==> config.mk <==
export PLATFORM = sky130hd
export DESIGN_NAME = flash_code_combiner
export DESIGN_NICKNAME = d
export VERILOG_FILES = /design/src/rtl/flash_comb_pkg.sv /design/src/rtl/therm_encoder.sv /design/src/rtl/code_adder.sv /design/src/rtl/flash_code_combiner.sv
export SDC_FILE = /design/constraint.sdc
export NUM_CORES = 1
export LEC_CHECK = 0
export ABC_AREA = 0
export BUFFER_PORTS_ARGS = -buffer_cell sky130_fd_sc_hd__buf_2
export CAP_MARGIN = 20
export CORE_MARGIN = 4
export CORE_UTILIZATION = 44
export CTS_CLUSTER_DIAMETER = 60
export DETAILED_ROUTE_END_ITERATION = 10
export HOLD_SLACK_MARGIN = 0.12
export PLACE_DENSITY = 0.77
export SYNTH_ARGS = -nofsm -noshare
export SYNTH_HDL_FRONTEND = slang
export SYNTH_SLANG_ARGS = --single-unit
==> constraint.sdc <==
create_clock -name clk -period 2.35 [get_ports clk]
set_input_delay 0.235 -clock clk [delete_from_list [all_inputs] [get_ports clk]]
set_output_delay 0.235 -clock clk [all_outputs]
set_load 0.05 [all_outputs]
==> src/rtl/flash_comb_pkg.sv <==
package flash_comb_pkg;

   typedef enum logic {
      ENC_TOP_EDGE   = 1'b0,
      ENC_ONES_COUNT = 1'b1
   } enc_mode_e;

endpackage

==> src/rtl/therm_encoder.sv <==
module therm_encoder #(
   parameter int                        W     = 32,
   parameter flash_comb_pkg::enc_mode_e MODE  = flash_comb_pkg::ENC_TOP_EDGE,
   parameter int                        CNT_W = $clog2(W + 1)
) (
   input  logic [W-1:0]     therm,
   output logic [CNT_W-1:0] count
);

   if (W < 2) begin : g_bad_w
      $error("therm_encoder: W must be at least 2");
   end

   if (MODE == flash_comb_pkg::ENC_TOP_EDGE) begin : g_top_edge
      // highest 1 wins: lower bubbles are ignored
      always_comb begin
         count = '0;
         for (int i = 0; i < W; i++) begin
            if (therm[i]) count = CNT_W'(i + 1);
         end
      end
   end else begin : g_ones
      always_comb begin
         count = '0;
         for (int i = 0; i < W; i++) begin
            count = count + CNT_W'(therm[i]);
         end
      end
   end

endmodule

==> src/rtl/code_adder.sv <==
module code_adder #(
   parameter int CB    = 5,
   parameter int FB    = 5,
   parameter int OUT_W = CB + FB
) (
   input  logic [CB:0]      coarse_cnt,
   input  logic [FB:0]      fine_cnt,
   output logic [OUT_W-1:0] data,
   output logic             ovf
);

   localparam int SUM_W = OUT_W + 2;

   if (OUT_W != CB + FB) begin : g_bad_out
      $error("code_adder: OUT_W must equal CB + FB");
   end

   logic [SUM_W-1:0] sum;

   always_comb begin
      sum  = {1'b0, coarse_cnt, {FB{1'b0}}} + SUM_W'(fine_cnt);
      ovf  = |sum[SUM_W-1:OUT_W];
      data = ovf ? {OUT_W{1'b1}} : sum[OUT_W-1:0];
   end

endmodule

==> src/rtl/flash_code_combiner.sv <==
module flash_code_combiner #(
   parameter int                        CB   = 5,
   parameter int                        FB   = 5,
   parameter flash_comb_pkg::enc_mode_e MODE = flash_comb_pkg::ENC_TOP_EDGE
) (
   input  logic                clk,
   input  logic                rst_n,
   input  logic                smp_vld,
   input  logic [(1<<CB)-1:0]  coarse_therm,
   input  logic [(1<<FB)-1:0]  fine_therm,
   output logic [CB:0]         range_sel,
   output logic                code_vld,
   output logic [CB+FB-1:0]    code,
   output logic                code_ovf
);

   localparam int CW    = 1 << CB;
   localparam int FW    = 1 << FB;
   localparam int OUT_W = CB + FB;
   localparam int SUM_W = OUT_W + 2;

   if (CB < 2 || FB < 2 || CB > 8 || FB > 8) begin : g_bad_cfg
      $error("flash_code_combiner: CB and FB must lie in 2..8");
   end

   logic [CB:0]      coarse_cnt;
   logic [FB:0]      fine_cnt;
   logic [OUT_W-1:0] sum_data;
   logic             sum_ovf;
   logic             stage_vld;

   therm_encoder #(.W(CW), .MODE(MODE), .CNT_W(CB + 1)) u_coarse_enc (
      .therm (coarse_therm),
      .count (coarse_cnt)
   );

   therm_encoder #(.W(FW), .MODE(MODE), .CNT_W(FB + 1)) u_fine_enc (
      .therm (fine_therm),
      .count (fine_cnt)
   );

   code_adder #(.CB(CB), .FB(FB), .OUT_W(OUT_W)) u_add (
      .coarse_cnt (range_sel),
      .fine_cnt   (fine_cnt),
      .data       (sum_data),
      .ovf        (sum_ovf)
   );

   // stage 1: hold coarse result while the fine bank compares
   always_ff @(posedge clk or negedge rst_n) begin
      if (!rst_n) begin
         range_sel <= '0;
         stage_vld <= 1'b0;
      end else begin
         stage_vld <= smp_vld;
         if (smp_vld) range_sel <= coarse_cnt;
      end
   end

   // stage 2: combined code
   always_ff @(posedge clk or negedge rst_n) begin
      if (!rst_n) begin
         code     <= '0;
         code_ovf <= 1'b0;
         code_vld <= 1'b0;
      end else begin
         code_vld <= stage_vld;
         if (stage_vld) begin
            code     <= sum_data;
            code_ovf <= sum_ovf;
         end
      end
   end

   // checks
   logic [SUM_W-1:0] chk_sum;
   assign chk_sum = {1'b0, range_sel, {FB{1'b0}}} + SUM_W'(fine_cnt);

   a_r5_ovf_saturates : assert property (@(posedge clk) disable iff (!rst_n)
      code_ovf |-> (code == {OUT_W{1'b1}}));

   a_r5_top_range_flags : assert property (@(posedge clk) disable iff (!rst_n)
      (stage_vld && range_sel == (CB+1)'(CW)) |=> (code_ovf && code_vld));

   a_r3_clean_sum : assert property (@(posedge clk) disable iff (!rst_n)
      (stage_vld && chk_sum < SUM_W'(1 << OUT_W))
      |=> (!code_ovf && code == $past(chk_sum[OUT_W-1:0])));

   a_r2_range_hold : assert property (@(posedge clk) disable iff (!rst_n)
      !smp_vld |=> $stable(range_sel));

   a_r9_vld_latency : assert property (@(posedge clk) disable iff (!rst_n)
      smp_vld |-> ##2 code_vld);

   a_r9_result_hold : assert property (@(posedge clk) disable iff (!rst_n)
      !stage_vld |=> ($stable(code) && $stable(code_ovf) && !code_vld));

endmodule

==> summary.txt <==
Vias: 1718
Initial Utilization: 47.1%
CTS Buf Count: 3
I/O pins: 85
Sequential power share: 41.5%
Clock Sinks: 19
Req. time, crit path: 2.55 ns
PD cells: 472 nW/µm²
Most frequent cell after synthesis: nor2_1
Flop-to-flop setup slack: 0.45 ns
Main synth FF type: dfrtp_1
Post-synthesis sequential area ratio: 32.6%
WL per Instance: 13.4 µm
Worst-path fanout max: 3
Max cap viols: 0
Logic pwr share: 41.1%
Cell taking the most area after synthesis: dfrtp_1
Placed instance area: 1940 µm²
Fmax: 0.525 GHz
Reg-to-Reg Start: range_sel[0]
Iteration-0 DRC Markers: 70
Commonest cells in the synthesized netlist: nor2_1, dfrtp_1, a21oi_1, inv_1, nor3_1
GRT Total Usage: 19.6%
CTS tree: built
Hold path start: coarse_therm[31]
Syn_nets: 250
Final setup vio count: 0
Mean Syn Cell Area: 8.07 µm²
First-pass GRT wire length: 6.77 mm
Share of cells above drive strength 1: 35.4%
Root buffer cell: clkbuf_4
Crit. End Element: flop
Worst Hold Class: input port to flop
RSZ-0062 raised after global routing: false
Vias in the first global route: 1636
Fin. Hold Viols: 0
Area occupied by multi-input gates: 931 µm²
EDFF count, synth: 0
Hold path endpoint: range_sel[5]
Final WL: 4.21 mm
DR vias/cell: 5.45
Final RePlAce weighted congestion: 0.823
Rel. slew slack: 71.5%
Clk slew on worst S/H paths: 0.11 ns
Clk network pwr share: 17.4%
#FFs+latches synth: 19
Yosys warns: 0
Worst IR drop on VDD: 0.000443 V
Register Area: 475 µm²
CTS H-Tree Depth: 1
Setup TNS: 0 ns
Crit Reg-Reg Endpoint: code[1]
Worst Tran Pin Value: 0.416 ns
Switching share of total power: 40.7%
Worst skew pair latency: 0.30 ns
Gr ovfl total: 0
Residual DRC: 0
Outcome: completed
Core footprint: 3100 µm²
First-pass DRT Iterations: 4
ANT nets after route: 0
Number of distinct library cells after synthesis: 53
Die H: 65.6 µm
Gates resized, CTS repair: 0
Area Overhead vs Synth: 36.2%
Top cell type's share of synthesized area: 32.6%
Max clock buf depth: 2
Die area: 4300 µm²
Sw Pwr: 0.382 mW
CP arrival: 2.10 ns
Crit path time final: 1.90 ns
Fin. max-slew vios: 0
Die X: 65.6 µm
Final instance area: 1990 µm²
Row count: 20
Crit path kind: flop to flop
Largest net degree at the start of global routing: 20
IO buf count: 84
Initial antenna violation count: 0
Critical path launch point type: flop
Depth of the worst hold-timing path: 3
Worst Skew: 0.00935 ns
Leak pwr: 0.911 nW
Synthesized area: 1460 µm²
Post-synth ARST share: 100%
Fill cells: 319
NumNets Final: 341
Worst R2R Path Depth: 7
Post-DP HPWL: 3.61 mm
Synthesized instance count: 181
Final period utilization: 81.1%
P_int: 0.557 mW
Top post-synthesis cells by area: dfrtp_1, nor2_1, a21oi_1
Antenna diodes: 0
## registers in the layout, summed over array words and instances (netlist names)
signal     cells
range_sel      6
code_vld       1
code          10
stage_vld      1
code_ovf       1
## power groups by stage
stage,Sequential (mW),Clock [mW],Combinational [mW]
floorplan,0.519,0,0.104
global placement,0.395,0,0.381
detailed placement,0.395,0,0.385
CTS,0.390,0.168,0.388
global route,0.395,0.184,0.419
finish,0.389,0.163,0.386
## repair_timing
| action | in CTS | in global routing |
|---|---|---|
| setup buffers | 0 | 0 |
| hold buffers | 2 | 0 |
| endpoints found under the hold margin | 20 | 0 |
## layer usage
layer	part of all wire (%)	global-route usage, %
met3	8.8	5.47
met5	0	0
met1	44	24.6
met4	0.69	3.89
met2	46	33.8
## worst max-delay path by stage
stage | startpoint | endpoint | cells after the start
after detailed placement | fine_therm[31] | code[1] | 8
after global routing | range_sel[0] | code[1] | 7
after floorplan | range_sel[0] | code[1] | 7
after CTS | range_sel[0] | code[1] | 7
final | range_sel[0] | code[1] | 7
after global placement | fine_therm[31] | code[1] | 8
## kinds of logic after synthesis
family / share of synthesized area [%]
AO/OA/AOI/OAI: 30.3
XOR/XNOR: 1.80
adder cells (fa/ha/maj): 1.71
buffers and inverters: 3.68
flip-flops: 32.6
multiplexers: 0.771
AND/OR/NAND/NOR: 29.1
## layout by cell type, fill, tap and decap left out, types with 4 or more instances in the layout
cell type	count
nor2_1	26
nor3_1	10
nand2_1	9
dfrtp_1	19
o21ai_0	7
inv_1	12
nand3_1	4
o22a_1	7
nor2b_1	6
a21oi_1	13
buf_2	84
nor4_1	8
o31ai_1	4
nand2b_1	4
## per-stage QoR
| stage | setup WS (ns) | power, mW | std cells | utilization [%] | hold WS (ns) |
|---|---|---|---|---|---|
| finish | 0.445 | 0.938 | 315 | 64.1 | 0.208 |
| global route | 0.298 | 0.998 | 315 | 64.1 | 0.201 |
| CTS | 0.439 | 0.946 | 315 | 64.1 | 0.202 |
| detailed placement | 0.428 | 0.780 | 309 | 62.6 | 0.189 |
| global placement | 0.508 | 0.776 | 309 | 62.6 | 0.190 |
| floorplan | 0.283 | 0.623 | 181 | - | -0.0606 |
## area by class of cell
type | count | area share, %
inverter | 12 | 2.26
timing repair buffer | 88 | 22.9
tap | 44 | 2.77
clock inverter | 1 | 0.252
multi-input combinational | 148 | 46.8
sequential | 19 | 23.9
clock buffer | 3 | 1.13
## worst max-delay path: stages (launching register included)
cell and delay, ns:
dfrtp_1 0.40, ha_1 0.21, ha_1 0.21, nand3_1 0.12, nor4b_2 0.25, nor2_1 0.10, or3_1 0.31, o221a_1 0.21
Note: power is estimated with default switching activity, not from simulation.
